--- config.mk ---
export PLATFORM = sky130hd
export DESIGN_NAME = kdu_diag_unlock
export DESIGN_NICKNAME = d
export VERILOG_FILES = /design/src/rtl/kdu_pkg.sv /design/src/rtl/kdu_ctrl.sv /design/src/rtl/kdu_datapath.sv /design/src/rtl/kdu_diag_unlock.sv
export SDC_FILE = /design/constraint.sdc
export NUM_CORES = 1
export LEC_CHECK = 0
export ABC_AREA = 1
export BUFFER_PORTS_ARGS = -buffer_cell sky130_fd_sc_hd__clkbuf_2
export CORE_ASPECT_RATIO = 0.75
export CORE_MARGIN = 3
export CORE_UTILIZATION = 37
export CTS_CLUSTER_SIZE = 25
export DETAILED_ROUTE_END_ITERATION = 16
export MAX_ROUTING_LAYER = met4
export PLACE_DENSITY = 0.69
export SLEW_MARGIN = 30
export SYNTH_ARGS = -nofsm -noshare
export SYNTH_HDL_FRONTEND = slang
export SYNTH_HIERARCHICAL = 1
export SYNTH_SLANG_ARGS = --single-unit
--- constraint.sdc ---
create_clock -name clk -period 3.65 [get_ports clk]
set_input_delay 0.1825 -clock clk [delete_from_list [all_inputs] [get_ports clk]]
set_output_delay 0.1825 -clock clk [all_outputs]
set_load 0.05 [all_outputs]
--- src/rtl/kdu_pkg.sv ---
package kdu_pkg;

  localparam int KEY_LEN = 6;
  localparam logic [31:0] KEY_FIRST = 32'h0000_000F;

  localparam int DIAG_UNLOCK_BIT = 7;
  localparam int DIAG_RESET_BIT  = 2;
  localparam int DIAG_HOLD_BIT   = 1;

  localparam logic [3:0] STATE_IN_RESET = 4'h0;
  localparam logic [3:0] STATE_READY    = 4'h1;

  typedef struct packed {
    logic holdLoad;
    logic holdForce;
    logic holdValue;
    logic unlocked;
    logic resetBusy;
  } ctrl_strobe_t;

  function automatic logic [31:0] keyValue(input int unsigned idx);
    logic [31:0] v;
    case (idx)
      0: v = 32'h0000_000F;
      1: v = 32'h0000_0004;
      2: v = 32'h0000_000B;
      3: v = 32'h0000_0002;
      4: v = 32'h0000_0007;
      5: v = 32'h0000_000D;
      default: v = 32'hFFFF_FFFF;
    endcase
    return v;
  endfunction

endpackage

--- src/rtl/kdu_ctrl.sv ---
module kdu_ctrl
  import kdu_pkg::*;
#(
  parameter int ADDR_W       = 2,
  parameter int RESET_CYCLES = 16,
  parameter logic [ADDR_W-1:0] KEY_ADDR  = 1,
  parameter logic [ADDR_W-1:0] DIAG_ADDR = 2
) (
  input  logic              clk,
  input  logic              rst,
  input  logic              regWrEn,
  input  logic [ADDR_W-1:0] regAddr,
  input  logic [31:0]       regWdata,
  output ctrl_strobe_t      strobe
);

  localparam int IDX_W = $clog2(KEY_LEN + 1);
  localparam int CNT_W = $clog2(RESET_CYCLES + 1);
  localparam logic [IDX_W-1:0] LAST_IDX = IDX_W'(KEY_LEN - 1);
  localparam logic [CNT_W-1:0] CNT_LOAD = CNT_W'(RESET_CYCLES);
  localparam logic [CNT_W-1:0] CNT_ONE  = CNT_W'(1);

  logic [IDX_W-1:0] keyIdx;
  logic             unlocked;
  logic             resetBusy;
  logic [CNT_W-1:0] resetCnt;

  logic keyWr;
  logic diagWr;
  logic keyMatch;
  logic isFirstKey;
  logic startReset;

  assign keyWr      = regWrEn && (regAddr == KEY_ADDR);
  assign diagWr     = regWrEn && (regAddr == DIAG_ADDR);
  assign keyMatch   = (regWdata == keyValue(int'(keyIdx)));
  assign isFirstKey = (regWdata == KEY_FIRST);
  assign startReset = diagWr && unlocked && regWdata[DIAG_RESET_BIT] && !resetBusy;

  // Key matcher and lock flag
  always_ff @(posedge clk) begin
    if (rst) begin
      keyIdx   <= '0;
      unlocked <= 1'b0;
    end else if (keyWr) begin
      if (unlocked) begin
        unlocked <= 1'b0;
        keyIdx   <= isFirstKey ? IDX_W'(1) : '0;
      end else if (keyMatch) begin
        if (keyIdx == LAST_IDX) begin
          unlocked <= 1'b1;
          keyIdx   <= '0;
        end else begin
          keyIdx <= keyIdx + IDX_W'(1);
        end
      end else begin
        keyIdx <= isFirstKey ? IDX_W'(1) : '0;
      end
    end
  end

  // Self-clearing adapter reset timer
  always_ff @(posedge clk) begin
    if (rst) begin
      resetBusy <= 1'b0;
      resetCnt  <= '0;
    end else if (startReset) begin
      resetBusy <= 1'b1;
      resetCnt  <= CNT_LOAD;
    end else if (resetBusy) begin
      if (resetCnt == CNT_ONE) begin
        resetBusy <= 1'b0;
        resetCnt  <= '0;
      end else begin
        resetCnt <= resetCnt - CNT_ONE;
      end
    end
  end

  always_comb begin
    strobe.holdLoad  = diagWr && unlocked;
    strobe.holdForce = startReset;
    strobe.holdValue = regWdata[DIAG_HOLD_BIT];
    strobe.unlocked  = unlocked;
    strobe.resetBusy = resetBusy;
  end

  // unlocking only follows a write of the final key
  assert_unlock_last_key_R2: assert property (@(posedge clk) disable iff (rst)
    $rose(unlocked) |-> ($past(keyWr) && $past(regWdata) == keyValue(KEY_LEN - 1)));

  // a started reset runs with a full count
  assert_reset_load_R6: assert property (@(posedge clk) disable iff (rst)
    startReset |=> (resetBusy && resetCnt == CNT_LOAD));

  // the reset ends only when the count is exhausted
  assert_reset_end_R6: assert property (@(posedge clk) disable iff (rst)
    $fell(resetBusy) |-> ($past(resetCnt) == CNT_ONE));

  // a diagnostic write during a reset neither reloads nor stops it early
  assert_no_restart_R10: assert property (@(posedge clk) disable iff (rst)
    (diagWr && resetBusy && resetCnt != CNT_ONE) |=>
      (resetBusy && resetCnt == $past(resetCnt) - CNT_ONE));

endmodule

--- src/rtl/kdu_datapath.sv ---
module kdu_datapath
  import kdu_pkg::*;
#(
  parameter int ADDR_W = 2,
  parameter logic [ADDR_W-1:0] STATUS_ADDR = 0,
  parameter logic [ADDR_W-1:0] DIAG_ADDR   = 2
) (
  input  logic              clk,
  input  logic              rst,
  input  ctrl_strobe_t      strobe,
  input  logic [ADDR_W-1:0] regAddr,
  output logic [31:0]       regRdata,
  output logic [3:0]        devState
);

  logic holdBit;
  logic [31:0] diagWord;

  always_ff @(posedge clk) begin
    if (rst) begin
      holdBit <= 1'b0;
    end else if (strobe.holdForce) begin
      holdBit <= 1'b1;
    end else if (strobe.holdLoad) begin
      holdBit <= strobe.holdValue;
    end
  end

  assign devState = (holdBit || strobe.resetBusy) ? STATE_IN_RESET : STATE_READY;

  always_comb begin
    diagWord = '0;
    diagWord[DIAG_UNLOCK_BIT] = strobe.unlocked;
    diagWord[DIAG_RESET_BIT]  = strobe.resetBusy;
    diagWord[DIAG_HOLD_BIT]   = holdBit;
  end

  always_comb begin
    if (regAddr == STATUS_ADDR) begin
      regRdata = {28'h0, devState};
    end else if (regAddr == DIAG_ADDR) begin
      regRdata = diagWord;
    end else begin
      regRdata = '0;
    end
  end

  // a reset start always leaves the hold set
  assert_hold_on_start_R7: assert property (@(posedge clk) disable iff (rst)
    strobe.holdForce |=> (holdBit && devState == STATE_IN_RESET));

  // without a load strobe the hold cannot move except by a reset start
  assert_hold_quiet_R5: assert property (@(posedge clk) disable iff (rst)
    (!strobe.holdLoad && !strobe.holdForce) |=> $stable(holdBit));

endmodule

--- src/rtl/kdu_diag_unlock.sv ---
module kdu_diag_unlock
  import kdu_pkg::*;
#(
  parameter int ADDR_W       = 2,
  parameter int RESET_CYCLES = 16
) (
  input  logic              clk,
  input  logic              rst,
  input  logic              regWrEn,
  input  logic [ADDR_W-1:0] regAddr,
  input  logic [31:0]       regWdata,
  output logic [31:0]       regRdata,
  output logic [3:0]        devState
);

  localparam logic [ADDR_W-1:0] STATUS_ADDR = ADDR_W'(0);
  localparam logic [ADDR_W-1:0] KEY_ADDR    = ADDR_W'(1);
  localparam logic [ADDR_W-1:0] DIAG_ADDR   = ADDR_W'(2);

  ctrl_strobe_t strobe;

  kdu_ctrl #(
    .ADDR_W      (ADDR_W),
    .RESET_CYCLES(RESET_CYCLES),
    .KEY_ADDR    (KEY_ADDR),
    .DIAG_ADDR   (DIAG_ADDR)
  ) ctrl_i (
    .clk     (clk),
    .rst     (rst),
    .regWrEn (regWrEn),
    .regAddr (regAddr),
    .regWdata(regWdata),
    .strobe  (strobe)
  );

  kdu_datapath #(
    .ADDR_W     (ADDR_W),
    .STATUS_ADDR(STATUS_ADDR),
    .DIAG_ADDR  (DIAG_ADDR)
  ) dp_i (
    .clk     (clk),
    .rst     (rst),
    .strobe  (strobe),
    .regAddr (regAddr),
    .regRdata(regRdata),
    .devState(devState)
  );

  // a locked diagnostic write with no reset running leaves the state alone
  assert_locked_ignored_R5: assert property (@(posedge clk) disable iff (rst)
    (regWrEn && regAddr == DIAG_ADDR && !strobe.unlocked && !strobe.resetBusy)
      |=> ($stable(devState) && !strobe.resetBusy));

  // a key write while open closes the register
  assert_relock_R8: assert property (@(posedge clk) disable iff (rst)
    (regWrEn && regAddr == KEY_ADDR && strobe.unlocked) |=> !strobe.unlocked);

endmodule

# Word level (Yosys, flattened, before mapping)
# Index checks and enable logic that the tools add are counted.
[op_classes] add_sub_neg=2 eq_ne=10 muxes=19 n_reduce_logical=12
[ops] operator="32-bit case mux with 6 select lines" n=1
[ops] operator="32-bit == test" n=1
[ops] operator="32-bit by 4-bit == test with 1-bit output, second input constant" n=1
[ops] operator="32-bit 2-to-1 mux" n=1
[ops] operator="5-bit 2-to-1 mux" n=3
[ops] operator="1-bit 2-to-1 mux" n=10
[ops] operator="3-bit 2-to-1 mux" n=3
[ops] operator="8-bit 2-to-1 mux" n=1
[ops] operator="3-bit by 2-bit == test with 1-bit output, second input constant" n=2
[ops] operator="3-bit == test, second input constant" n=2
[ops] operator="5-bit by 1-bit == test with 1-bit output, second input constant" n=1
[ops] operator="1-bit logical AND" n=5
[ops] operator="5-bit by 1-bit subtractor with 5-bit output, second input constant" n=1
[ops] operator="2-bit nonzero test" n=2
[ops] operator="3-bit by 1-bit adder with 3-bit output, second input constant" n=1
[ops] operator="3-bit by 1-bit == test with 1-bit output, second input constant" n=1
[ops] operator="3-bit logical NOT" n=1
[ops] operator="2-bit by 1-bit == test with 1-bit output, second input constant" n=1
[ops] operator="2-bit == test, second input constant" n=1
[ops] operator="2-bit logical NOT" n=1
[ops] operator="2-bit OR reduction" n=1
[ops] operator="1-bit logical NOT" n=1
[ops] operator="1-bit logical OR" n=1
[word_totals] ff_bits=11 inputBits=37 out_inout_bits=36 word_cells=49

# Depth between registers and ports, before layout
# Gate-level depths: netlist of the first run.
[depth] word_depth=6 depth_mapped=16 depth_no_buf=15

# Cells and area by module
# Netlist of the first run, hierarchy kept.
[by_module_without_submodules] module="kdu_ctrl" instances=1 cells_each=186 area_per_inst_um2=1022.2 seq_area_each_um2=200.2
[by_module_without_submodules] module="kdu_datapath" instances=1 cells_each=50 area_per_inst_um2=329.1 seq_area_each_um2=20.0

# Worst setup path before layout of the first run
# OpenSTA, ideal clock, no wires.
[synth_timing] kind="flip-flop to flip-flop" startpoint="reg ctrl_i.keyIdx[0]" endpoint="reg ctrl_i.keyIdx[0]" setup_time_ns=0.109 arrival_time_ns=1.468 required_ns=3.541 path_slack_ns=2.073 path_stages_with_launch=16 path_buffers=1 synth_period_minus_slack_ns=1.577 path_cell_list="dfxtp_1 nand2_2 inv_1 ha_1 inv_1 nand2_2 buf_6 nand2_1 nand2_2 nand3_1 nor2_1 nand3_2 nand2_1 nand3_1 nand2_1 inv_1"
[synth_via] elab_chain_len=5 elab_cells_between_ends=12 classes_between="add/sub: 1; eq/ne: 6; mux: 4; reduce/logical: 1"
[synth_rtl] item="start: declaration" line_no="kdu_ctrl.sv:23" source="logic [IDX_W-1:0] keyIdx;"
[synth_rtl] item="start signal: assignment" line_no="kdu_ctrl.sv:48" source="keyIdx <= isFirstKey ? IDX_W'(1) : '0;"
[synth_rtl] item="start signal: assignment" line_no="kdu_ctrl.sv:54" source="keyIdx <= keyIdx + IDX_W'(1);"
[synth_rtl] item="start signal: assignment" line_no="kdu_ctrl.sv:57" source="keyIdx <= isFirstKey ? IDX_W'(1) : '0;"
[synth_rtl] item="3-bit == test (tied with other cells)" line_no="kdu_pkg.sv:23, kdu_ctrl.sv:50"
[synth_rtl] item="32-bit case mux with 6 select lines" line_no="kdu_pkg.sv:23" source="case (idx)"
[synth_rtl] item="32-bit == test" line_no="kdu_ctrl.sv:36" source="assign keyMatch = (regWdata == keyValue(int'(keyIdx)));"
[synth_rtl] item="3-bit 2-to-1 mux (*)" line_no="kdu_ctrl.sv:49" source="end else if (keyMatch) begin"
[synth_rtl] item="3-bit 2-to-1 mux (*)" line_no="kdu_ctrl.sv:46" source="if (unlocked) begin"
# Mark *: on every way between the ends. The rest lies on a longest branch, timed or not.
# A chain may end at the register's enable or synchronous reset.

# Worst setup path after layout of the first run
# Same ends and word-level chain as after synthesis.

==> metrics.txt, run 1 <==
share of the synthesized area in the top cell type=19.4%; R2R depth=14; Port-buffer cells=41; hold path depth=2; share of cells above drive strength 1=20.7%; Max Slew Vio Count=0; Chip Width=75.8 um; Die Span Y=58.3 um; Clock H-tree levels=1; M1 WL=1320 um; Synth async-reset ratio=0%; Post-Route WL=2820 um; Main synth FF type=dfxtp_1; Pwr Total=368 uW; maximum clock rate=564 MHz; CP max FO=11; worst r2r src=ctrl_i/keyIdx[0]$_SDFFE_PP0P_; Crit Path Category=reg2reg; Final nets=316; Final period util=48.6%; Num Clock Sinks=11; vias in the first global route=1,155; hold_buf cts=0; crit start category=flip-flop; setup TNS=0 ns; Core Area=3400 um2; flops & latches, synth=11; hold path endpoint=ctrl_i/unlocked$_SDFFE_PP0P_; register area share after synthesis=16.3%; min Tclk post-route=1.77 ns; tightest hold margin=0.232 ns; Final Hold Fails=0; count leader, synth=nand2_1; cell taking the most area after synthesis=buf_4; # IOs=73; post-cts resize count=0; postcts setup bufs=0; drt initial violations=67; drc violations=0; clk root buf=clkbuf_8; Global Route Usage Sum=13.7%; ANT cells=0; GRT overflow=0; met3 wire length=221 um; setup violators final=0; Gate Count Post-Synth=236; mean post-synth cell area=5.73 um2; worst clock skew=0.00189 ns; Synth top cells by count=nand2_1 (56), nor2_1 (43), buf_4 (35); max layer used=met4; hpwl dp=2540 um; status=complete, no violations; routed vias=1,381; Post-synth EDFFs=0; CTS max path bufs=2; max-cap viol count=0; pin count of the biggest net entering global routing=12; initial core utilization=39.7%; HP Start=rst; Die Footprint=4420 um2; Hold WC Path Type=in2reg; WL/cell=8.66 um; Reg clk slew, reported paths=0.05 ns; RSZ-0062 raised after global routing=false; Num CTS Buffers=3; VDD IR-drop max=133 uV; Placer Congestion=0.938; CTS tree=done; pwr/cell area=245 nW/um2; Synth area leaders=buf_4 (19%), dfxtp_1 (16%), nand2_1 (16%), nor2_1 (12%), inv_1 (8.3%); reg2reg setup slack=1.88 ns; vias per inst=4.25; Synth cell types=23; initial antenna violation count=0; first-pass GRT wire length=4730 um; WP data arrival=1.91 ns; ANT nets after route=0; Area Growth Syn to Fin=11.2%; metal2 WL=1250 um; synthesized area=1350 um2; Yosys warnings=6; Leak=0.804 nW; Setup crit end kind=flip-flop; FP Rows=18; Clock Latency Late Sink=0.23 ns; CP Data Required Time=3.78 ns; r2r endpoint=ctrl_i/keyIdx[0]$_SDFFE_PP0P_; fill cell count=377; First-pass DRT Iterations=4
## critical path, stage by stage (launching register included)
cell and delay, ns:
dfxtp_1 0.44, nand2_2 0.09, inv_1 0.08, ha_1 0.15
inv_1 0.05, nand2_2 0.17, nand2_1 0.11, nand2_2 0.09
nand3_1 0.07, nor2_1 0.11, nand3_2 0.09, nand2_1 0.07
nand3_1 0.06, nand2_1 0.06, inv_1 0.03
## stage by stage
step / std cells / utilization [%] / setup slack (ns) / cell area (um2)
floorplan: 266 / - / 2.07 / 1460
detailed placement: 321 / 42.9 / 1.89 / 1460
CTS: 325 / 44.2 / 1.88 / 1500
global route: 325 / 44.2 / 1.69 / 1500
global placement: 321 / 42.9 / 1.96 / 1460
finish: 325 / 44.2 / 1.88 / 1500
## state kept, by name, indices dropped and copies added, names as in the netlist
register          count
ctrl_i/resetBusy      1
ctrl_i/keyIdx         3
ctrl_i/unlocked       1
ctrl_i/resetCnt       5
dp_i/holdBit          1
## worst max-delay path by stage
stage / from / end / slack [ns] / cells after the start
4_1_cts: ctrl_i/keyIdx[0]$_SDFFE_PP0P_ / ctrl_i/keyIdx[0]$_SDFFE_PP0P_ / 1.88 / 14
2_1_floorplan: ctrl_i/keyIdx[0]$_SDFFE_PP0P_ / ctrl_i/keyIdx[0]$_SDFFE_PP0P_ / 2.07 / 15
5_1_grt: ctrl_i/keyIdx[0]$_SDFFE_PP0P_ / ctrl_i/keyIdx[0]$_SDFFE_PP0P_ / 1.69 / 14
6_report: ctrl_i/keyIdx[0]$_SDFFE_PP0P_ / ctrl_i/keyIdx[0]$_SDFFE_PP0P_ / 1.88 / 14
3_3_place_gp: ctrl_i/keyIdx[0]$_SDFFE_PP0P_ / ctrl_i/keyIdx[0]$_SDFFE_PP0P_ / 1.96 / 14
3_5_place_dp: ctrl_i/keyIdx[0]$_SDFFE_PP0P_ / ctrl_i/keyIdx[0]$_SDFFE_PP0P_ / 1.89 / 14
## placed cells by master, fill, tap and decap left out, types with 6 or more instances in the layout
master     n
nand2_2    6
dfxtp_1   11
clkbuf_2  41
inv_1     30
conb_1    31
a21oi_1    9
nand4_1    6
nand2_1   56
nor2_1    43
nand3_1   17
## routing by layer
layer / GRT usage (%) / up-vias
li1: - / 741
met1: 18.8 / 577
met2: 21.3 / 59
met3: 2.05 / 4
met4: 2.99 / 0
met5: - / -
## power by group
part | internal, mW | total (mW) | switching [mW]
clock | 0.0764 | 0.119 | 0.0423
combinational | 0.0248 | 0.127 | 0.103
sequential | 0.121 | 0.122 | 0.00114
## area by class of cell
class / count / area (um2) / share of cell area (%)
inverters: 32 / 120 / 7.99
multi-input cells: 187 / 850 / 56.5
clock buffers: 4 / 45.0 / 3.00
repair buffers: 41 / 205 / 13.7
flip-flops and latches: 11 / 220 / 14.7
well taps: 50 / 62.6 / 4.16
## kinds of logic (layout without fill, tap and decap cells)
group | count (synthesis) | in the layout | synth area share [%]
compound gates | 14 | 14 | 5.74
xor+xnor | 3 | 3 | 1.94
fa+ha+maj | 3 | 3 | 2.78
buf+inv | 68 | 77 | 29.2
flops | 11 | 11 | 16.3
other cells | 1 | 31 | 0.278
simple gates | 136 | 136 | 43.8
Note: power is estimated with default switching activity, not from simulation.
==> run 2: changes to the inputs <==
- PLACE_DENSITY: 0.69 -> 0.72
- clock period: 3.65 -> 1.5 ns (I/O delays scaled with it)
==> metrics.txt, run 2 (synthesis results as in run 1) <==
CTS max path bufs=2; Placer Congestion=0.911; Post-Route WL=3240 um; min Tclk post-route=1.53 ns; Largest stage delay, worst path=0.34 ns; CTS tree=done; most frequent cells in the layout=nand2_1 (49), nor2_1 (41), clkbuf_2 (41); initial core utilization=39.7%; Num CTS Buffers=3; critical path launch point=ctrl_i/keyIdx[0]$_SDFFE_PP0P_; CP Data Required Time=1.69 ns; commonest non-fill, non-tap cell in the layout=nand2_1; first-pass GRT wire length=5060 um; vias per inst=4.38; fill cell count=349; ANT nets after route=0; Final nets=330; tightest hold margin=0.107 ns; Die Footprint=4420 um2; Clock power frac=32.6%; RSZ-0062 raised after global routing=true; Reg area=225 um2; part of the power in registers=32.1%; Clock H-tree levels=1; Port-buffer cells=41; Biggest register=ctrl_i/resetCnt; Crit Path Category=reg2reg; failing checks=negative setup slack; critical-path cell list=nand2_4 > inv_4 > ha_4 > inv_4 > nand2_4 > nor2_2 > nand2_1 > nand2_1 > nand2_2 > nor2_2 > nand3_1 > nand3_1 > nand2_1 > inv_1; Final Hold Fails=0; FP Rows=18; sw power=378 uW; Area Growth Syn to Fin=24.4%; vias in the first global route=1,304; Top Registers=ctrl_i/resetCnt x5, ctrl_i/keyIdx x3; crit start category=flip-flop; internal power=542 uW; # IOs=73; WP data arrival=1.71 ns; HP Start=rst; First-pass DRT Iterations=4; pin count of the biggest net entering global routing=9; drc violations=0; status=finished with violations; GRT overflow=0; max-cap viol count=0; maximum clock rate=655 MHz; Global Route Usage Sum=14.5%; Setup crit end kind=flip-flop; drt initial violations=111; Final period util=102%; setup violators final=1; Hold WC Path Type=in2reg; Worst path most repeated cell=nand2_1; Comb pwr share=35.4%; max FFs per register=5; Clock Latency Late Sink=0.24 ns; WL/cell=9.56 um; Die Span Y=58.3 um; worst setup margin=-0.0277 ns; slowest stage cell, crit path=dfxtp_4; routed vias=1,484; share of cells above drive strength 1=31.5%; Core Area=3400 um2; Num Clock Sinks=11; clk root buf=clkbuf_8; initial antenna violation count=0; Reg clk slew, reported paths=0.05 ns; VDD IR-drop max=296 uV; Chip Width=75.8 um; worst clock skew=0.00123 ns; area of the multi-input gates=920 um2; ANT cells=0; Max Slew Vio Count=0; Sw Ratio=41.1%; pwr/cell area=547 nW/um2; hpwl dp=2650 um; worst r2r src=ctrl_i/keyIdx[0]$_SDFFE_PP0P_; CP max FO=5; Leak=0.888 nW; setup TNS=-0.0277 ns
## run 2: critical path, delay by kind of cell, from the launching register on
kind          cells  cell delay, ns
simple gates     10            0.82
buf+inv           3            0.15
fa+ha+maj         1            0.15
flops             1            0.34
## run 2: final cells by class
type                            instances  area share, %
Timing Repair Buffer                   54           18.0
Clock inverter                          1          0.298
Inverter                               32           7.44
Sequential cell                        11           13.4
Clock buffer                            3           2.46
Multi-Input combinational cell        188           54.7
Tap cell                               50           3.72
## run 2: power by group through the flow
| stage | sequential (mW) | combinational [mW] | clock, mW |
|---|---|---|---|
| 5_1_grt | 0.295 | 0.350 | 0.319 |
| 2_1_floorplan | 0.302 | 0.300 | 0 |
| 6_report | 0.295 | 0.325 | 0.300 |
| 3_5_place_dp | 0.300 | 0.314 | 0 |
| 4_1_cts | 0.294 | 0.315 | 0.306 |
| 3_3_place_gp | 0.300 | 0.312 | 0 |
## run 2: per-stage QoR
step | total power [mW] | utilization, % | setup slack (ns) | instance area (um2) | std cells
after floorplan | 0.602 | - | 0.00602 | 1470 | 266
after global placement | 0.612 | 45.5 | -0.0389 | 1550 | 332
after detailed placement | 0.615 | 45.5 | -0.0904 | 1550 | 332
after CTS | 0.915 | 47.4 | 0.00370 | 1610 | 338
after global routing | 0.965 | 49.4 | -0.126 | 1680 | 339
final | 0.920 | 49.4 | -0.0277 | 1680 | 339
## run 2: worst paths after layout
check | endpoint | slack (ns) | cells after the start
hold / removal | dp_i/holdBit$_SDFFE_PP0P_ | 0.11 | 2
hold reg to reg | ctrl_i/unlocked$_SDFFE_PP0P_ | 0.49 | 2
setup / recovery | ctrl_i/keyIdx[0]$_SDFFE_PP0P_ | -0.03 | 14
setup reg to reg | ctrl_i/keyIdx[0]$_SDFFE_PP0P_ | -0.03 | 14
## run 2: metal layers
layer	wire length [um]	track usage (%)
met5	0	-
met4	69	2.49
met3	267	2.73
met2	1450	23.3
met1	1450	19.0
## run 2: timing repair
| item | CTS | global route |
|---|---|---|
| hold buffers | 0 | 0 |
| gates cloned | 1 | 0 |
| pin swaps | 7 | 9 |
| resized for setup | 2 | 21 |
| endpoints found under the setup margin | 4 | 4 |
| buffers inserted | 1 | 1 |
